### src/rtl/frc_pkg.sv
package frc_pkg;
  typedef enum logic {
    HALF_LO = 1'b0,
    HALF_HI = 1'b1
  } half_sel_e;

  typedef enum logic [1:0] {
    PWR_FULL  = 2'd0,
    PWR_LOW1  = 2'd1,
    PWR_LOW2  = 2'd2,
    PWR_RSVD  = 2'd3
  } pwr_state_e;
endpackage

### src/rtl/frc_counter.sv
module frc_counter #(
  parameter int CNT_W = 32
) (
  input  logic             clk,
  input  logic             rst,
  output logic [CNT_W-1:0] count
);
  localparam logic [CNT_W-1:0] ONE = {{(CNT_W-1){1'b0}}, 1'b1};

  logic [CNT_W-1:0] count_q;

  always_ff @(posedge clk) begin
    if (rst) count_q <= '0;
    else     count_q <= count_q + ONE;
  end

  assign count = count_q;
endmodule

### src/rtl/frc_holding.sv
module frc_holding #(
  parameter int CNT_W = 32
) (
  input  logic             clk,
  input  logic             rst,
  input  logic             capture,
  input  logic [CNT_W-1:0] live,
  output logic [CNT_W-1:0] held
);
  logic [CNT_W-1:0] held_q;

  always_ff @(posedge clk) begin
    if (rst)          held_q <= '0;
    else if (capture) held_q <= live;
  end

  assign held = held_q;
endmodule

### src/rtl/frc_read_port.sv
module frc_read_port
  import frc_pkg::*;
#(
  parameter int CNT_W = 32,
  parameter int BUS_W = 16
) (
  input  logic             clk,
  input  logic             rst,
  input  logic             rd_stb,
  input  half_sel_e        half,
  input  logic [CNT_W-1:0] live,
  input  logic [CNT_W-1:0] held,
  output logic [BUS_W-1:0] rd_data,
  output logic             rd_valid
);
  localparam int HI_LSB = BUS_W;

  logic [BUS_W-1:0] sel_word;

  always_comb begin
    if (half == HALF_HI) sel_word = held[CNT_W-1:HI_LSB];
    else                 sel_word = live[BUS_W-1:0];
  end

  always_ff @(posedge clk) begin
    if (rst) begin
      rd_data  <= '0;
      rd_valid <= 1'b0;
    end else begin
      rd_valid <= rd_stb;
      if (rd_stb) rd_data <= sel_word;
    end
  end
endmodule

### src/rtl/frc_split_read.sv
module frc_split_read
  import frc_pkg::*;
#(
  parameter int CNT_W = 32,
  parameter int BUS_W = 16
) (
  input  logic             clk,
  input  logic             rst,
  input  logic             rd_stb,
  input  logic             rd_hi,
  input  logic             wr_stb,
  input  logic [BUS_W-1:0] wr_data,
  input  logic [1:0]       pwr_state,
  output logic [BUS_W-1:0] rd_data,
  output logic             rd_valid
);
  localparam int HALVES = CNT_W / BUS_W;

  initial begin
    if (HALVES != 2 || CNT_W != 2 * BUS_W)
      $error("frc_split_read: CNT_W must be exactly twice BUS_W");
  end

  logic [CNT_W-1:0] live_cnt;
  logic [CNT_W-1:0] snap_q;
  half_sel_e        half;
  logic             take_snap;

  assign half      = half_sel_e'(rd_hi);
  assign take_snap = rd_stb && (half == HALF_LO);

  frc_counter #(.CNT_W(CNT_W)) counter_i (
    .clk   (clk),
    .rst   (rst),
    .count (live_cnt)
  );

  frc_holding #(.CNT_W(CNT_W)) holding_i (
    .clk     (clk),
    .rst     (rst),
    .capture (take_snap),
    .live    (live_cnt),
    .held    (snap_q)
  );

  frc_read_port #(.CNT_W(CNT_W), .BUS_W(BUS_W)) port_i (
    .clk      (clk),
    .rst      (rst),
    .rd_stb   (rd_stb),
    .half     (half),
    .live     (live_cnt),
    .held     (snap_q),
    .rd_data  (rd_data),
    .rd_valid (rd_valid)
  );
endmodule

### config.mk
export PLATFORM = sky130hd
export DESIGN_NAME = frc_split_read
export DESIGN_NICKNAME = d
export VERILOG_FILES = /design/src/rtl/frc_pkg.sv /design/src/rtl/frc_counter.sv /design/src/rtl/frc_holding.sv /design/src/rtl/frc_read_port.sv /design/src/rtl/frc_split_read.sv
export SDC_FILE = /design/constraint.sdc
export NUM_CORES = 1
export LEC_CHECK = 0
export BUFFER_PORTS_ARGS = -buffer_cell sky130_fd_sc_hd__buf_2
export CAP_MARGIN = 20
export CORE_AREA = 2 2 89 70
export CTS_CLUSTER_DIAMETER = 30
export DETAILED_ROUTE_END_ITERATION = 6
export DIE_AREA = 0 0 91 72
export HOLD_SLACK_MARGIN = 0.05
export MAX_ROUTING_LAYER = met4
export PLACE_DENSITY = 0.7
export SETUP_SLACK_MARGIN = 0.05
export SLEW_MARGIN = 15
export SYNTH_ARGS = -nofsm -noshare
export SYNTH_HDL_FRONTEND = slang
export SYNTH_SLANG_ARGS = --single-unit
### constraint.sdc
create_clock -name clk -period 5.1 [get_ports clk]
set_clock_uncertainty 0.05 [all_clocks]
set_input_delay 1.02 -clock clk [delete_from_list [all_inputs] [get_ports clk]]
set_output_delay 1.02 -clock clk [all_outputs]
set_load 0.02 [all_outputs]
==> flow_metrics.tcl, run 1 <==
set metrics [dict create \
    cts_resized 0 \
    fillers 545 \
    reg2reg_to "counter_i.count[16]$_SDFF_PP0_" \
    setup_viol 0 \
    grtUsageTotal_pct 20.1 \
    syn_nets 342 \
    start_util_pct 49.1 \
    wl_per_cell_um 14.4 \
    worst_slew_pin_slew_ns 0.990 \
    startpoint "rd_stb" \
    diodes 0 \
    die_y_um 72 \
    wl_met3_um 294 \
    final_util_pct 54.2 \
    synth_largest_area_cell "dfxtp_1" \
    drive_above_1_share_pct 13.1 \
    fin_nets 350 \
    seq_area_frac_synth_pct 47.0 \
    yosys.cell_types.count 33 \
    cts_hold_buffers 0 \
    required_ns 5.32 \
    crit_arrival_ns 2.64 \
    hold_class "flop to flop" \
    layout-area-overhead-vs-synth_pct 10.4 \
    ys_ff_latch 65 \
    io_buffers 20 \
    setup-tns-final_ns 0 \
    io_pins 40 \
    dp_hpwl_um 3930 \
    hold_violations 0 \
    vias_per_cell 5.61 \
    period_needed_ns 2.42 \
    final_cell_mix "65 x dfxtp_1, 42 x nand2_1, 33 x a21oi_1" \
    clock-root-buffer "clkbuf_8" \
    vdd_drop_max_uv 240 \
    die_w_um 91 \
    slew_violations 0 \
    status "finished, final reports clean" \
    ant_nets 0 \
    reg2reg_depth 5 \
    period_share_pct 47.4 \
    path_clk_slew_ns 0.07 \
    critPathKind "input pin to flop" \
    gp_congestion 0.823 \
    yosysWarningCount 0 \
    cp-end-kind "flop" \
    reg2reg_from "counter_i.count[0]$_SDFF_PP0_" \
    synth_top_area_share_pct 47.0 \
    maxCapViolations 0 \
    netlist_area_um2 2770 \
    rows 24 \
    grt_pass1_vias 1979 \
    startpoint_type "input pin" \
    drc 0 \
    worst-path-max-fanout 35 \
    clock.fmax_mhz 414 \
    endpoint "holding_i.held[19]$_SDFFE_PP0P_" \
    cts_tree "built" \
    htreeDepth 3 \
    clockBufferDepth 2 \
    first_iter_violations 152 \
    postCtsSetupRepairBufs 0 \
    grt_pass1_wl_um 9900 \
    final_cell_area_um2 3060 \
    wl_um 5850 \
    numCtsBuffers 9 \
    slew_headroom_pct 33.9 \
    antenna_found_initial 0 \
    layout_commonest_cell "dfxtp_1" \
    rsz0062_at_grt "false" \
    place_area_um2 2880 \
    drt_pre_antenna_iters 5 \
    clkSinkCount 65 \
    clk-insertion-delay-late_ns 0.34 \
    synth.avg_cell_area_um2 8.72 \
    reg2reg_setup_slack_ns 2.73 \
    wl_met2_um 2380 \
    synth_cells 318 \
    synth_area_leaders "dfxtp_1 47%, a21oi_1 6.0%, mux2i_1 5.8%, nand2_1 5.7%, a211oi_1 4.3%" \
    met1_length_um 3100 \
    gr-total-overflow 0 \
    core_area_um2 5650 \
    leakagePower_nw 1.06 \
    vias 2282 \
    grt_max_degree 41 \
    p_per_area_nw_per_um2 323 \
    dieArea_um2 6550 \
    dr.max_layer_used "met4" \
]
[kinds of logic after synthesis]
logic type               count (synthesis)  share of synthesized area [%]
AO/OA/AOI/OAI                           66                           14.4
XOR/XNOR                                11                           3.48
adder cells (fa/ha/maj)                  1                          0.451
buffers and inverters                   25                           3.70
flip-flops                              65                           47.0
multiplexers                            18                           6.59
AND/OR/NAND/NOR                        132                           24.4
[power by group]
part	switching [mW]	internal (mW)
logic	0.0358	0.0160
registers	0.00639	0.517
clock network	0.184	0.231
total	0.226	0.763
[state kept, by name, indices dropped and copies added, names as in the netlist]
register,flops
counter_i.count,32
port_i.rd_data,16
port_i.rd_valid,1
holding_i.held,16
[synth_stat cells (all sizes together)]
master	n
nor2	32
mux2	2
a31o	1
a21oi	33
and2	1
o31ai	9
nor4	1
xor2	7
xnor2	4
ha	1
nand4	14
or3	6
o41ai	1
dfxtp	65
a211oi	16
nand2	42
clkbuf	22
buf	2
inv	1
nor2b	5
o21ai	6
nand3	8
or4b	1
and4	7
nand2b	2
or4	11
mux2i	16
nor3	2
[routing by layer]
layer	track usage (%)	vias up
li1	-	1166
met1	27.9	1055
met2	27.1	54
met3	7.58	7
met4	6.40	0
met5	-	-
[worst min-delay path by stage]
stage	depth (start not counted)	endpoint	slack (ns)	start
finish	2	holding_i.held[28]$_SDFFE_PP0P_	0.41	holding_i.held[28]$_SDFFE_PP0P_
floorplan	2	holding_i.held[16]$_SDFFE_PP0P_	0.39	holding_i.held[16]$_SDFFE_PP0P_
global placement	2	holding_i.held[30]$_SDFFE_PP0P_	0.39	holding_i.held[30]$_SDFFE_PP0P_
CTS	2	holding_i.held[31]$_SDFFE_PP0P_	0.41	holding_i.held[31]$_SDFFE_PP0P_
detailed placement	2	holding_i.held[31]$_SDFFE_PP0P_	0.40	holding_i.held[31]$_SDFFE_PP0P_
global route	2	holding_i.held[28]$_SDFFE_PP0P_	0.43	holding_i.held[28]$_SDFFE_PP0P_
[through the flow]
stage | cells | worst slack, ns | power, mW | hold WS [ns]
4_1_cts | 407 | 2.65 | 1.00 | 0.406
2_1_floorplan | 318 | 2.80 | 0.573 | 0.386
5_1_grt | 407 | 2.48 | 1.03 | 0.429
3_5_place_dp | 393 | 2.28 | 0.587 | 0.397
6_report | 407 | 2.68 | 0.990 | 0.406
3_3_place_gp | 393 | 2.29 | 0.586 | 0.393
[cell type report]
class / count / area, um2 / area share (%)
multi-input combinational: 228 / 1370 / 44.7
sequential: 65 / 1300 / 42.5
clock buffer: 10 / 138 / 4.50
timing repair buffer: 21 / 108 / 3.52
tap: 78 / 97.6 / 3.19
clock inverter: 4 / 45.0 / 1.47
inverter: 1 / 3.75 / 0.123
[worst max-delay path, stage by stage]
cell and delay, ns:
buf_2 0.44, nor2b_1 0.86, nand2_1 0.16, a21oi_1 0.15
Power figures use the tool's default switching activity.
==> run 2: changes to the inputs <==
ABC_AREA = 1   (was default)
CORE_AREA = 2 2 91 71   (was 2 2 89 70)
DIE_AREA = 0 0 93 73   (was 0 0 91 72)
clock period = 2.45 ns   (was 5.1 ns; I/O delays follow)
==> run 2 against run 1 <==
- sequential share of layout area down 2.3 points
- via count up 19%
- design area grew 5.6%
- largest cell class unchanged
- largest power group unchanged
==> flow_metrics.tcl, run 2 <==
set metrics [dict create \
    status "finished, final reports clean" \
    cts_hold_buffers 0 \
    p_sw_uw 537 \
    final_cell_mix "93 x nor2_1, 85 x nand2_1, 65 x dfxtp_1" \
    cts_resized 0 \
    synth_most_common_cell "nor2_1" \
    reg2reg_to "counter_i.count[22]$_SDFF_PP0_" \
    pre_cts_slack_ns 0.752 \
    maxCapViolations 0 \
    dp_hpwl_um 5040 \
    gp_congestion 0.905 \
    core_area_um2 6010 \
    diodes 0 \
    p_clk_share_pct 39.0 \
    synth_ff_type "dfxtp_1" \
    sw_frac_of_total_pct 26.0 \
    io_pins 40 \
    startpoint "counter_i.count[0]$_SDFF_PP0_" \
    worst_slew_pin_slew_ns 0.533 \
    first_iter_violations 218 \
    dpl.cell_count 504 \
    ys_ff_latch 65 \
    path_clk_slew_ns 0.07 \
    fin_cells 520 \
    reg2reg_from "counter_i.count[0]$_SDFF_PP0_" \
    setup-tns-final_ns 0 \
    p_comb_share_pct 7.2 \
    clock-root-buffer "clkbuf_8" \
    syn_nets 437 \
    min_from "rst" \
    hold_violations 0 \
    layout-area-overhead-vs-synth_pct 11.9 \
    crit_arrival_ns 1.78 \
    hold_depth 2 \
    wl_um 7080 \
    cp-end-kind "flop" \
    gr-total-overflow 0 \
    htreeDepth 3 \
    clkSinkCount 65 \
    period_share_pct 65.1 \
    vias 2705 \
    vdd_drop_max_uv 412 \
    slew_headroom_pct 64.4 \
    yosys.cell_types.count 23 \
    die_w_um 93 \
    async_reset_ff_share_pct 0 \
    startpoint_type "flop" \
    grt_pass1_vias 2427 \
    critPathKind "flop to flop" \
    setup_viol 0 \
    yosysWarningCount 0 \
    period_needed_ns 1.59 \
    fin_nets 458 \
    synth_area_leaders "dfxtp_1 45%, nor2_1 12%, nand2_1 11%, a21oi_1 9.2%, o21ai_0 6.4%" \
    synth.avg_cell_area_um2 7.00 \
    die_y_um 73 \
    seq_area_frac_synth_pct 45.0 \
    clock.fmax_mhz 627 \
    leakagePower_nw 1.27 \
    cts_tree "built" \
    synth_cells 413 \
    setup_slack_ns 0.855 \
    hold_class "input pin to flop" \
    io_buffers 20 \
    worst-path-max-fanout 4 \
    synth_top_area_share_pct 45.0 \
    hold_path_end "counter_i.count[5]$_SDFF_PP0_" \
    numCtsBuffers 9 \
    layout_commonest_cell "nor2_1" \
    grt_pass1_wl_um 11800 \
    rows 25 \
    synth_edf_count 0 \
    dieArea_um2 6790 \
    drive_above_1_share_pct 13.7 \
    reg2reg_setup_slack_ns 0.86 \
    power_frac_seq_pct 53.8 \
    synth_commonest_cells "93 x nor2_1, 85 x nand2_1, 65 x dfxtp_1" \
    drc 0 \
    clk-insertion-delay-late_ns 0.35 \
    vias_per_cell 5.20 \
    wl_per_cell_um 13.6 \
    slew_violations 0 \
    final_util_pct 53.8 \
    drt_pre_antenna_iters 4 \
    grtUsageTotal_pct 23.5 \
    rsz0062_at_grt "false" \
    synth_largest_area_cell "dfxtp_1" \
    netlist_area_um2 2890 \
    p_per_area_nw_per_um2 639 \
    reg2reg_depth 8 \
    grt_max_degree 35 \
    power.internal_mw 1.53 \
    antenna_found_initial 0 \
    largest_register_ffs 32 \
    start_util_pct 48.1 \
    postCtsSetupRepairBufs 0 \
    ant_nets 0 \
    clockBufferDepth 2 \
    required_ns 2.63 \
]
## run 2: area by class of cell
type,instances,area [um2]
Sequential cell,65,1300
Clock inverter,5,31.3
Fill cell,618,2770
Tap cell,81,101
Clock buffer,11,141
Timing Repair Buffer,23,123
Multi-Input combinational cell,312,1450
Inverter,23,86.3
## run 2: metrics by stage
stage	power [mW]	area [um2]	hold WS [ns]
global route	2.14	3230	0.430
finish	2.06	3230	0.431
global placement	1.28	3060	0.395
floorplan	1.23	2890	0.380
CTS	2.08	3230	0.420
detailed placement	1.28	3060	0.432
## run 2: power groups by stage
stage | combinational (mW) | clock [mW] | sequential [mW]
final | 0.148 | 0.806 | 1.11
after detailed placement | 0.148 | 0 | 1.13
after CTS | 0.149 | 0.822 | 1.11
after floorplan | 0.0840 | 0 | 1.15
after global placement | 0.145 | 0 | 1.13
after global routing | 0.168 | 0.859 | 1.11
## run 2: kinds of logic after synthesis
| kind of cell | share of synthesized area (%) |
|---|---|
| DFF | 45.0 |
| xor gates and xnor gates | 0.910 |
| and+or+nand+nor | 32.5 |
| AOI/OAI and AO/OA | 16.3 |
| buffers and inverters | 4.85 |
| adders and majority gates | 0.433 |
## run 2: how the worst max path moves through the flow
stage | endpoint | slack (ns)
floorplan | holding_i.held[16]$_SDFFE_PP0P_ | 1.12
global placement | holding_i.held[25]$_SDFFE_PP0P_ | 0.79
detailed placement | holding_i.held[17]$_SDFFE_PP0P_ | 0.75
CTS | counter_i.count[22]$_SDFF_PP0_ | 0.88
global route | counter_i.count[22]$_SDFF_PP0_ | 0.68
finish | counter_i.count[22]$_SDFF_PP0_ | 0.86
## run 2: critical path, cell delays in order (launching register included)
cell,delay [ns]
dfxtp_1,0.39
ha_1,0.19
nand2_1,0.11
nor2_4,0.18
nand2_1,0.14
nor2_1,0.23
nand3_1,0.10
nand2_1,0.07
nor2_1,0.04
## run 2: per-layer routing
layer / global-route usage (%) / part of all wire (%)
met5: - / 0
met4: 6.21 / 0.89
met3: 6.82 / 5.4
met2: 34.9 / 45
met1: 31.5 / 49
